--- src/rtl/prng_pkg.sv ---
// prng_pkg: register map, status bit positions and the xorshift step
// shared by the generator peripheral. Assumes a 32-bit data path and a
// 7-bit word address over a 0x200-byte window.
package prng_pkg;
    localparam int DATA_W = 32;
    localparam int ADDR_W = 7;

    localparam logic [ADDR_W-1:0] WA_CTRL  = 7'h00;
    localparam logic [ADDR_W-1:0] WA_STAT  = 7'h04;
    localparam logic [ADDR_W-1:0] WA_SEED0 = 7'h50;
    localparam logic [ADDR_W-1:0] WA_OUT0  = 7'h58;

    localparam int CB_ENGINE = 3;
    localparam int CB_GO     = 4;
    localparam int SB_DONE   = 5;
    localparam int SB_MSG    = 4;
    localparam int SB_PART   = 3;

    // One xorshift32 step.
    function automatic logic [DATA_W-1:0] xs32(input logic [DATA_W-1:0] x);
        logic [DATA_W-1:0] y;
        y = x ^ (x << 13);
        y = y ^ (y >> 17);
        y = y ^ (y << 5);
        return y;
    endfunction
endpackage

--- src/rtl/prng_seed_bank.sv ---
// prng_seed_bank: stores the seed words and one written flag per slot.
// Reports when every slot has been written and offers the XOR fold of
// all stored seeds. Assumes wr_idx is in range whenever wr_en is high.
module prng_seed_bank
    import prng_pkg::*;
#(
    parameter int NUM_SLOTS = 5,
    localparam int IW = (NUM_SLOTS > 1) ? $clog2(NUM_SLOTS) : 1
) (
    input  logic              clk,
    input  logic              rst_n,
    input  logic              wr_en,
    input  logic [IW-1:0]     wr_idx,
    input  logic [DATA_W-1:0] wr_data,
    output logic              all_set,
    output logic [DATA_W-1:0] fold
);
    logic [NUM_SLOTS-1:0]              flag_q;
    logic [NUM_SLOTS-1:0][DATA_W-1:0]  seed_q;

    for (genvar i = 0; i < NUM_SLOTS; i++) begin : g_slot
        // Capture the seed word and mark the slot as written.
        always_ff @(posedge clk) begin
            if (!rst_n) begin
                flag_q[i] <= 1'b0;
                seed_q[i] <= '0;
            end else if (wr_en && wr_idx == IW'(i)) begin
                flag_q[i] <= 1'b1;
                seed_q[i] <= wr_data;
            end
        end
    end

    // All-slots-written indication.
    assign all_set = &flag_q;

    // XOR fold of the stored seeds.
    always_comb begin
        fold = '0;
        for (int k = 0; k < NUM_SLOTS; k++) fold = fold ^ seed_q[k];
    end

    assert_seed_done_needs_write_R3: assert property (@(posedge clk) disable iff (!rst_n)
        $rose(all_set) |-> $past(wr_en));
endmodule

--- src/rtl/prng_core.sv ---
// prng_core: multi-cycle xorshift generator. A start while idle loads the
// state (a zero seed is replaced by ZERO_FIX). Then one output word is
// written per clock, and fin marks the last one. Starts while busy are
// ignored. Assumes ZERO_FIX is non-zero.
module prng_core
    import prng_pkg::*;
#(
    parameter int               NUM_OUT  = 5,
    parameter logic [DATA_W-1:0] ZERO_FIX = 32'h6D2B79F5,
    localparam int IW = (NUM_OUT > 1) ? $clog2(NUM_OUT) : 1
) (
    input  logic                           clk,
    input  logic                           rst_n,
    input  logic                           start,
    input  logic [DATA_W-1:0]              seed,
    output logic                           busy,
    output logic                           fin,
    output logic [NUM_OUT-1:0][DATA_W-1:0] words
);
    localparam logic [IW-1:0] LAST = IW'(NUM_OUT - 1);

    logic [DATA_W-1:0] state_q;
    logic [DATA_W-1:0] nxt;
    logic [IW-1:0]     cnt_q;

    assign nxt = xs32(state_q);
    assign fin = busy && (cnt_q == LAST);

    // Run sequencing: load, step, count, finish.
    always_ff @(posedge clk) begin
        if (!rst_n) begin
            state_q <= '0;
            cnt_q   <= '0;
            busy    <= 1'b0;
        end else if (start && !busy) begin
            state_q <= (seed == '0) ? ZERO_FIX : seed;
            cnt_q   <= '0;
            busy    <= 1'b1;
        end else if (busy) begin
            state_q <= nxt;
            cnt_q   <= cnt_q + 1'b1;
            if (fin) busy <= 1'b0;
        end
    end

    for (genvar i = 0; i < NUM_OUT; i++) begin : g_word
        // Output word i takes the step produced in its slot of the run.
        always_ff @(posedge clk) begin
            if (!rst_n) words[i] <= '0;
            else if (busy && cnt_q == IW'(i)) words[i] <= nxt;
        end
    end

    assert_state_nonzero_R7: assert property (@(posedge clk) disable iff (!rst_n)
        busy |-> state_q != '0);
    assert_busy_holds_R6: assert property (@(posedge clk) disable iff (!rst_n)
        (busy && !fin) |=> busy);
    assert_busy_ends_R6: assert property (@(posedge clk) disable iff (!rst_n)
        fin |=> !busy);
    assert_no_restart_R10: assert property (@(posedge clk) disable iff (!rst_n)
        (busy && !fin) |=> cnt_q == $past(cnt_q) + 1'b1);
endmodule

--- src/rtl/prng_periph.sv ---
// prng_periph: register-mapped seeded generator. Decodes single-cycle word
// requests, keeps control and status, gates starts on seeds + engine bit
// + start bit, and returns read data one cycle after the request.
// Assumes only full 32-bit word accesses.
module prng_periph
    import prng_pkg::*;
#(
    parameter int                NUM_WORDS = 5,
    parameter logic [DATA_W-1:0] ZERO_FIX  = 32'h6D2B79F5
) (
    input  logic              clk,
    input  logic              rst_n,
    input  logic              req_sel,
    input  logic              req_we,
    input  logic [ADDR_W-1:0] req_addr,
    input  logic [DATA_W-1:0] req_wdata,
    output logic [DATA_W-1:0] rd_data
);
    localparam int IW = (NUM_WORDS > 1) ? $clog2(NUM_WORDS) : 1;
    localparam logic [ADDR_W-1:0] SEED_END = WA_SEED0 + ADDR_W'(NUM_WORDS);
    localparam logic [ADDR_W-1:0] OUT_END  = WA_OUT0 + ADDR_W'(NUM_WORDS);

    logic                             wr, rd;
    logic                             wr_ctrl, wr_stat, wr_seed, in_out;
    logic [ADDR_W-1:0]                seed_off, out_off;
    logic                             seed_all, busy, fin, start;
    logic [DATA_W-1:0]                fold, ctrl_q, status_w, rd_nxt;
    logic                             done_q, msg_q, part_q;
    logic [NUM_WORDS-1:0][DATA_W-1:0] words;

    // Address decode.
    assign wr       = req_sel && req_we;
    assign rd       = req_sel && !req_we;
    assign wr_ctrl  = wr && req_addr == WA_CTRL;
    assign wr_stat  = wr && req_addr == WA_STAT;
    assign wr_seed  = wr && req_addr >= WA_SEED0 && req_addr < SEED_END;
    assign in_out   = req_addr >= WA_OUT0 && req_addr < OUT_END;
    assign seed_off = req_addr - WA_SEED0;
    assign out_off  = req_addr - WA_OUT0;
    assign start    = wr_ctrl && req_wdata[CB_ENGINE] && req_wdata[CB_GO] && seed_all;

    prng_seed_bank #(.NUM_SLOTS(NUM_WORDS)) u_seeds (
        .clk     (clk),
        .rst_n   (rst_n),
        .wr_en   (wr_seed),
        .wr_idx  (seed_off[IW-1:0]),
        .wr_data (req_wdata),
        .all_set (seed_all),
        .fold    (fold)
    );

    prng_core #(.NUM_OUT(NUM_WORDS), .ZERO_FIX(ZERO_FIX)) u_core (
        .clk   (clk),
        .rst_n (rst_n),
        .start (start),
        .seed  (fold),
        .busy  (busy),
        .fin   (fin),
        .words (words)
    );

    // Control register: keeps the written value with the start bit dropped.
    always_ff @(posedge clk) begin
        if (!rst_n) ctrl_q <= '0;
        else if (wr_ctrl) begin
            ctrl_q        <= req_wdata;
            ctrl_q[CB_GO] <= 1'b0;
        end
    end

    // Software-owned status flags; completion of a run wins on done.
    always_ff @(posedge clk) begin
        if (!rst_n) begin
            done_q <= 1'b0;
            msg_q  <= 1'b0;
            part_q <= 1'b0;
        end else begin
            if (fin) done_q <= 1'b1;
            else if (wr_stat) done_q <= req_wdata[SB_DONE];
            if (wr_stat) begin
                msg_q  <= req_wdata[SB_MSG];
                part_q <= req_wdata[SB_PART];
            end
        end
    end

    // Status word assembly: error and bit 6 are never raised.
    assign status_w = {24'd0, 1'b0, 1'b0, done_q, msg_q, part_q, busy, seed_all, 1'b1};

    // Read selection.
    always_comb begin
        rd_nxt = '0;
        if (req_addr == WA_CTRL)      rd_nxt = ctrl_q;
        else if (req_addr == WA_STAT) rd_nxt = status_w;
        else if (in_out)              rd_nxt = words[out_off[IW-1:0]];
    end

    // Registered read data, held between reads.
    always_ff @(posedge clk) begin
        if (!rst_n) rd_data <= '0;
        else if (rd) rd_data <= rd_nxt;
    end

    assert_go_bit_clears_R5: assert property (@(posedge clk) disable iff (!rst_n)
        wr_ctrl |=> !ctrl_q[CB_GO]);
    assert_start_gated_R4: assert property (@(posedge clk) disable iff (!rst_n)
        $rose(busy) |-> $past(wr_ctrl && req_wdata[CB_ENGINE] && req_wdata[CB_GO] && seed_all));
    assert_done_after_run_R6: assert property (@(posedge clk) disable iff (!rst_n)
        fin |=> done_q);
    assert_status_write_R8: assert property (@(posedge clk) disable iff (!rst_n)
        (wr_stat && !fin) |=> (done_q == $past(req_wdata[SB_DONE]) && msg_q == $past(req_wdata[SB_MSG])));
endmodule

--- config.mk ---
export PLATFORM = sky130hd
export DESIGN_NAME = prng_periph
export DESIGN_NICKNAME = d
export VERILOG_FILES = /design/src/rtl/prng_pkg.sv /design/src/rtl/prng_seed_bank.sv /design/src/rtl/prng_core.sv /design/src/rtl/prng_periph.sv
export SDC_FILE = /design/constraint.sdc
export NUM_CORES = 1
export LEC_CHECK = 0
export BUFFER_PORTS_ARGS = -buffer_cell sky130_fd_sc_hd__buf_4
export CAP_MARGIN = 40
export CORE_MARGIN = 1.5
export CORE_UTILIZATION = 63
export DETAILED_ROUTE_END_ITERATION = 7
export GPL_TIMING_DRIVEN = 1
export PLACE_DENSITY = 0.81
export SETUP_SLACK_MARGIN = 0.1
export SLEW_MARGIN = 20
export SYNTH_ARGS = -nofsm -noshare
export SYNTH_HDL_FRONTEND = slang
export SYNTH_SLANG_ARGS = --single-unit
--- constraint.sdc ---
create_clock -name clk -period 4.71 [get_ports clk]
set_input_delay 0.942 -clock clk [delete_from_list [all_inputs] [get_ports clk]]
set_output_delay 0.942 -clock clk [all_outputs]
set_load 0.02 [all_outputs]
==> results of run 1 <==
[per-layer routing]
metal	track usage	routed length, microns	up-vias
met5	0	0	-
met4	0.167	2590	0
met3	0.0448	5130	155
met2	0.565	24800	865
met1	0.472	21500	7780
li1	-	-	7466
[worst min-delay path: stages, from the launching register on]
cell and delay (ns):
dfxtp_1 0.30, nand2_1 0.05, a21oi_1 0.05
[state kept, by name, summed over array words and instances, names as in the netlist]
register        flops
ctrl_q             31
done_q              1
msg_q               1
part_q              1
rd_data            32
u_core.busy         1
u_core.cnt_q        3
u_core.state_q     32
u_core.words      160
u_seeds.flag_q      5
u_seeds.seed_q    160
[worst max path at each step]
| stage | to | slack [ns] | cells past startpoint |
|---|---|---|---|
| 2_1_floorplan | u_core.state_q[16] | 1.84 | 8 |
| 3_3_place_gp | u_core.state_q[24] | 0.69 | 7 |
| 3_5_place_dp | u_core.state_q[24] | 0.63 | 7 |
| 4_1_cts | u_core.state_q[24] | 1.15 | 7 |
| 5_1_grt | u_core.state_q[24] | 0.97 | 7 |
| 6_report | u_core.state_q[24] | 0.98 | 7 |
[power breakdown]
part           internal, mW  leakage, nW  switching [mW]
Clock                  1.94        0.672            1.38
Sequential             3.63         3.44          0.0118
Combinational         0.107         2.97           0.237
[cell families after synthesis]
| group | share of synthesized area |
|---|---|
| AOI/OAI and AO/OA | 0.191 |
| and+or+nand+nor | 0.178 |
| xor gates and xnor gates | 0.0974 |
| adders and majority gates | 0.00339 |
| muxes | 0.0286 |
| buffers and inverters | 0.0379 |
| DFF | 0.464 |
[final cells by class]
type | instances | area, sq um
Timing Repair Buffer | 116 | 978
Fill cell | 2172 | 8170
Clock inverter | 9 | 98.8
Tap cell | 384 | 480
Inverter | 6 | 30.0
Clock buffer | 60 | 1250
Multi-Input combinational cell | 1589 | 9220
Sequential cell | 427 | 8550
[through the flow]
stage	util	area [sq um]
floorplan	-	18400
global placement	0.663	19100
global route	0.716	20600
CTS	0.714	20500
detailed placement	0.667	19200
finish	0.716	20600
[synthesized netlist by cell type (11+ instances only)]
master,instances,share of area
a211oi_1,136,0.055
a21oi_1,279,0.076
a221oi_1,19,0.0090
a31oi_1,22,0.0075
and3_1,12,0.0041
clkbuf_1,155,0.032
dfxtp_1,427,0.46
mux2i_1,28,0.015
nand2_1,531,0.11
nor2_1,163,0.033
nor2b_1,15,0.0051
nor3_1,26,0.0071
o211ai_1,11,0.0045
o21ai_0,41,0.011
o2bb2ai_1,14,0.0066
or2_2,18,0.0061
xnor2_1,112,0.053
xnor3_1,19,0.023
xor2_1,36,0.017
==> results.tsv, run 1 <==
stage	metric	value	unit
outcome	status	finished with violations	
outcome	violations	DRC	
sta	worst_hold_slack	0.451	ns
clocking	cts.clk_slew.worst_paths	0.06	ns
hold_path	hold_path_depth	2	
finish	drive_gt1_frac	0.104	
sta	worst_pin_slew	0.950	ns
floorplanning	fp.dieH	174	microns
finish	final_cells	2591	
clocking	cts.sinks	427	
synthesis	ys_ff_latch	427	
worst_setup_path	r2r-start	u_seeds.seed_q[31]	
sta	layout_setup_ws	0.981	ns
worst_setup_path	regToRegSetupSlack	1.76	ns
routing	via_count	16266	
worst_setup_path	path_delay_family	simple AND/OR/NAND/NOR gates	
synthesis	yosys_warnings	0	
synthesis	postSynthCellCount	2195	
grt	grt_pass1_wl	83800	microns
pwr	vdd.ir_drop.worst	0.279	mV
sta	final.setup.tns	0	ns
pwr	power.leakage	7.09	nW
routing	ant_nets	0	
synthesis	syn_nets	2243	
worst_setup_path	crit_arrival	4.15	ns
synthesis	synth_cell_types	53	
floorplanning	num_io_pins	75	
grt	gr-total-overflow	0	
routing	routed_wl	54000	microns
pwr	power	7.30	mW
floorplanning	die-area	0.0303	sq mm
sta	max_slew_margin	0.362	
worst_setup_path	crit_chain	buf_4 -> nor4_1 -> nand3b_1 -> or4_1 -> nor2_4 -> o41ai_2 -> o211a_1	
sta	fin_crit	3.73	ns
clocking	numCtsBuffers	42	
routing	drt_iter0_markers	1961	
grt	grt_usage	0.352	
worst_setup_path	worstPathRequired	5.13	ns
hold_path	min_from	u_core.words[13]	
grt	grt_max_degree	146	
grt	grt_pass1_vias	15172	
placed_design	place_ws	0.626	ns
floorplanning	core_region_area	0.0288	sq mm
floorplanning	fp.dieW	174	microns
placed_design	post-dp-hpwl	34700	microns
synthesis	synth_edf_count	0	
clocking	clk_path_buf_depth	3	
worst_setup_path	critPathKind	input port to register	
clocking	clock_latency	0.54	ns
placed_design	place.gp.congestion	0.964	
routing	drc	6	
worst_setup_path	worstSetupEndpointType	register	
hold_path	hold_end	u_core.words[13]	
sta	hold_viol	0	
routing	routedWlPerCell	20.8	microns
clocking	post_cts_buffers	0	
worst_setup_path	crit_fanout	17	
pwr	power.density	354	mW/mm^2
worst_setup_path	startpoint	req_addr[3]	
sta	worst_clock_skew	0.0158	ns
sta	max_freq	268	MHz
clocking	cts_root_buf	clkbuf_16	
worst_setup_path	r2r-end	u_core.state_q[14]	
finish	area_growth	11.8	%
floorplanning	std_cell_rows	62	
worst_setup_path	crit_buf_inv	1	
clocking	cts_tree	built	
routing	drtPass1Iterations	8	
synthesis	async_flop_share	0	
sta	rsz0062_at_grt	false	
worst_setup_path	start_kind	input port	
run	cap_violations	0	
finish	diodes	0	
sta	finalSetupViolCount	0	
hold_path	hold_class	register to register	
synthesis	synthFlopType	dfxtp_1	
sta	fin_crit_sh	0.792	
finish	final_common_cell	nand2_1	
finish	most-common-layout-cells	nand2_1, dfxtp_1, a21oi_1	
synthesis	syn_area_per_cell	8.40	sq um
routing	viasPerCell	6.28	
placed_design	placedCellCount	2515	
worst_setup_path	r2r_cells	6	
worst_setup_path	slowest_delay	0.98	ns
placed_design	port_buffers	74	
worst_setup_path	slowest_stage	or4_1	
grt	antenna_found_initial	0	
sta	drv_slew	0	
finish	layout.nets	2230	
synthesis	syn-cell-area	0.0184	sq mm
clocking	hold_buffers	0	
clocking	ctsResizeCount	0	
synthesis	yosysSeqAreaShare	0.464	
clocking	htree_levels	2	
floorplanning	initial_core_util	0.641	
(Power assumes the default switching activity.)
==> run 2: changes to the inputs <==
--- a/config.mk
+++ b/config.mk
@@ -5,13 +5,14 @@
 export SDC_FILE = /design/constraint.sdc
 export NUM_CORES = 1
 export LEC_CHECK = 0
+export ABC_AREA = 1
 export BUFFER_PORTS_ARGS = -buffer_cell sky130_fd_sc_hd__buf_4
 export CAP_MARGIN = 40
 export CORE_MARGIN = 1.5
-export CORE_UTILIZATION = 63
+export CORE_UTILIZATION = 56
 export DETAILED_ROUTE_END_ITERATION = 7
 export GPL_TIMING_DRIVEN = 1
-export PLACE_DENSITY = 0.81
+export PLACE_DENSITY = 0.76
 export SETUP_SLACK_MARGIN = 0.1
 export SLEW_MARGIN = 20
 export SYNTH_ARGS = -nofsm -noshare
==> constraint.sdc (replaced) <==
create_clock -name clk -period 3.1 [get_ports clk]
set_input_delay 0.62 -clock clk [delete_from_list [all_inputs] [get_ports clk]]
set_output_delay 0.62 -clock clk [all_outputs]
set_load 0.02 [all_outputs]
==> run 2 against run 1 <==
The run now ends clean; largest power group unchanged; power is 56% higher; via count rose by 5.1%; critical path type is now register to register; register-to-register slack lost 1.0 ns; count of clock-buffer cells in the layout grew 8; sequential power increased by 52%; area after synthesis is 2.4% higher; first-iteration DRC count fell by 24%; cell count increased by 17%; sequential cell count unchanged; combinational power increased by 51%; hold slack got worse by 0.090 ns; largest cell class is now sequential cells.
==> results.tsv, run 2 <==
stage	metric	value	unit	change
outcome	status	completed		
synthesis	synth_edf_count	0		unchanged
pwr	power_frac_seq	0.485		-0.013
clocking	ctsResizeCount	0		unchanged
clocking	post_cts_buffers	0		unchanged
synthesis	ys_ff_latch	427		unchanged
synthesis	postSynthCellCount	2541		+16%
finish	final_cells	3026		+17%
worst_setup_path	worstSetupEndpointType	register		
grt	antenna_found_initial	0		unchanged
worst_setup_path	worstPathRequired	3.56	ns	-1.57 ns
worst_setup_path	critPathKind	register to register		
hold_path	hold_class	input port to register		
synthesis	yosys.area.top_type	dfxtp_1		
synthesis	syn_area_per_cell	7.43	sq um	-12%
finish	n_fill_cell	2920		+34%
sta	worst_hold_slack	0.361	ns	-0.0898 ns
clocking	cts_root_buf	clkbuf_16		
finish	drive_gt1_frac	0.0896		-0.0142
placed_design	port_buffers	74		unchanged
sta	max_slew_margin	0.384		+0.0219
placed_design	placed_area	0.0198	sq mm	+3.4%
finish	finish.instance_area	0.0214	sq mm	+3.6%
routing	drt_iter0_markers	1492		-24%
pwr	internal_power	8.88	mW	+56%
synthesis	synth_cell_types	44		-17%
hold_path	min_from	req_wdata[24]		
sta	fin_crit_sh	0.767		
sta	worst_clock_skew	0.0220	ns	+0.00615 ns
synthesis	synthFlopType	dfxtp_1		
pwr	vdd.ir_drop.worst	0.500	mV	+79%
floorplanning	fp.dieW	187	microns	+7.2%
worst_setup_path	startpoint	u_seeds.seed_q[140]		
placed_design	placedCellCount	2945		+17%
routing	via_count	17096		+5.1%
placed_design	post-dp-hpwl	34800	microns	+0.47%
clocking	clk_path_buf_depth	3		unchanged
sta	layout_setup_ws	0.722	ns	-0.259 ns
hold_path	hold_end	u_seeds.seed_q[120]		
finish	layout.nets	2594		+16%
routing	ant_nets	0		unchanged
synthesis	syn-cell-area	0.0189	sq mm	+2.4%
worst_setup_path	r2r-end	u_core.state_q[2]		
worst_setup_path	crit_fanout	20		+3
synthesis	synth_top_area_frac	0.453		-0.0110
sta	worst_pin_slew	0.917	ns	-0.0327 ns
sta	drv_slew	0		unchanged
synthesis	synth_area_leaders	dfxtp_1, nand2_1, a21oi_1, o21ai_0, inv_1		
floorplanning	std_cell_rows	67		+8.1%
synthesis	synth_most_common_cell	nand2_1		
sta	fin_crit	2.38	ns	
pwr	clkPwrFrac	0.470		+0.016
pwr	power.leakage	9.45	nW	+33%
routing	viasPerCell	5.65		-10%
finish	top_regs	u_core.words x160, u_seeds.seed_q x160		
routing	routed_wl	52400	microns	-3.0%
synthesis	syn_nets	2589		+15%
clocking	numCtsBuffers	45		+7.1%
grt	grt_pass1_vias	16336		+7.7%
placed_design	place.gp.congestion	0.946		-1.8%
synthesis	ys_top_cells_by_count	nand2_1, dfxtp_1, a21oi_1		
grt	gr-total-overflow	0		unchanged
clocking	htree_levels	2		unchanged
sta	rsz0062_at_grt	false		
placed_design	place_ws	0.564	ns	-0.0620 ns
finish	final_common_cell	nand2_1		
floorplanning	core_region_area	0.0334	sq mm	+16%
synthesis	yosysSeqAreaShare	0.453		-0.0110
grt	grt_usage	0.296		-0.0556
clocking	clock_latency	0.55	ns	about the same
worst_setup_path	r2r-start	u_seeds.seed_q[140]		
pwr	p_sw_frac	0.223		+0.000550
clocking	hold_buffers	0		unchanged
pwr	power	11.4	mW	+56%
worst_setup_path	regToRegSetupSlack	0.72	ns	-1.04 ns
finish	area_growth	13.0	%	
routing	drc	0		-6
finish	final_util	0.640		-0.0761
hold_path	hold_path_depth	3		+1
clocking	cts.sinks	427		unchanged
finish	diodes	0		unchanged
clocking	cts_tree	built		
routing	routedWlPerCell	17.3	microns	-17%
run	cap_violations	0		unchanged
clocking	cts.clk_slew.worst_paths	0.06	ns	about the same
floorplanning	fp.dieH	187	microns	+7.2%
floorplanning	die-area	0.0348	sq mm	+15%
floorplanning	num_io_pins	75		unchanged
worst_setup_path	start_kind	register		
worst_setup_path	r2r_cells	12		+6
sta	finalSetupViolCount	0		unchanged
pwr	power.density	535	mW/mm^2	+51%
floorplanning	initial_core_util	0.566		-0.0747
synthesis	async_flop_share	0		unchanged
grt	grt_pass1_wl	84400	microns	+0.65%
pwr	combPwrFrac	0.045		-0.002
synthesis	yosys_warnings	0		unchanged
routing	drtPass1Iterations	7		-1
sta	final.setup.tns	0	ns	unchanged
grt	grt_max_degree	150		+2.7%
pwr	p_sw	2.55	mW	+57%
finish	most-common-layout-cells	nand2_1, dfxtp_1, a21oi_1		
sta	hold_viol	0		unchanged
sta	max_freq	421	MHz	
worst_setup_path	crit_arrival	2.84	ns	-1.31 ns
## run 2: cells by family after synthesis
kind of cell               Yosys count  share of synthesized area
AOI/OAI and AO/OA                  859                      0.250
xor gates and xnor gates            82                     0.0430
DFF                                427                      0.453
and+or+nand+nor                    669                      0.148
buffers and inverters              499                      0.103
adders and majority gates            5                    0.00331
## run 2: area by class of cell
cell class                      count  area, sq um  area share
Multi-Input combinational cell   1615         8430       0.395
Inverter                          339         1270      0.0596
Sequential cell                   427         8550       0.400
Timing Repair Buffer              118         1080      0.0504
Clock inverter                     11          133     0.00621
Tap cell                          448          561      0.0263
Clock buffer                       68         1330      0.0624
## run 2: critical path, cell delays in order (launching register included)
cell	delay (ns)
dfxtp_1	0.32
or2_1	0.24
nand3_1	0.09
nand3_1	0.20
nand2_1	0.12
nand2_1	0.05
nor2_1	0.09
nand2_1	0.06
nor2_1	0.20
nand2_1	0.51
nand2_1	0.20
nand2_1	0.07
a21oi_1	0.14
## run 2: how the worst max path moves through the flow
stage,to,slack (ns),depth (start not counted)
global route,u_core.state_q[26],0.53,12
floorplan,u_core.state_q[26],1.18,11
detailed placement,u_core.state_q[30],0.56,13
finish,u_core.state_q[2],0.72,12
global placement,u_core.state_q[13],0.66,13
CTS,u_core.words[95],0.70,8
## run 2: power groups by stage
stage               Sequential, mW  Combinational (mW)  Clock (mW)
floorplan                     5.68               0.276           0
global placement              5.66               0.502           0
detailed placement            5.66               0.510           0
CTS                           5.54               0.513        5.42
global route                  5.54               0.563        5.66
finish                        5.54               0.520        5.37
## run 2: routing by layer
metal	vias to the layer above	global-route usage	routed length (microns)
li1	8424	-	-
met1	8017	0.402	23200
met2	537	0.478	24100
met3	118	0.0500	3710
met4	0	0.101	1390
met5	-	0	0
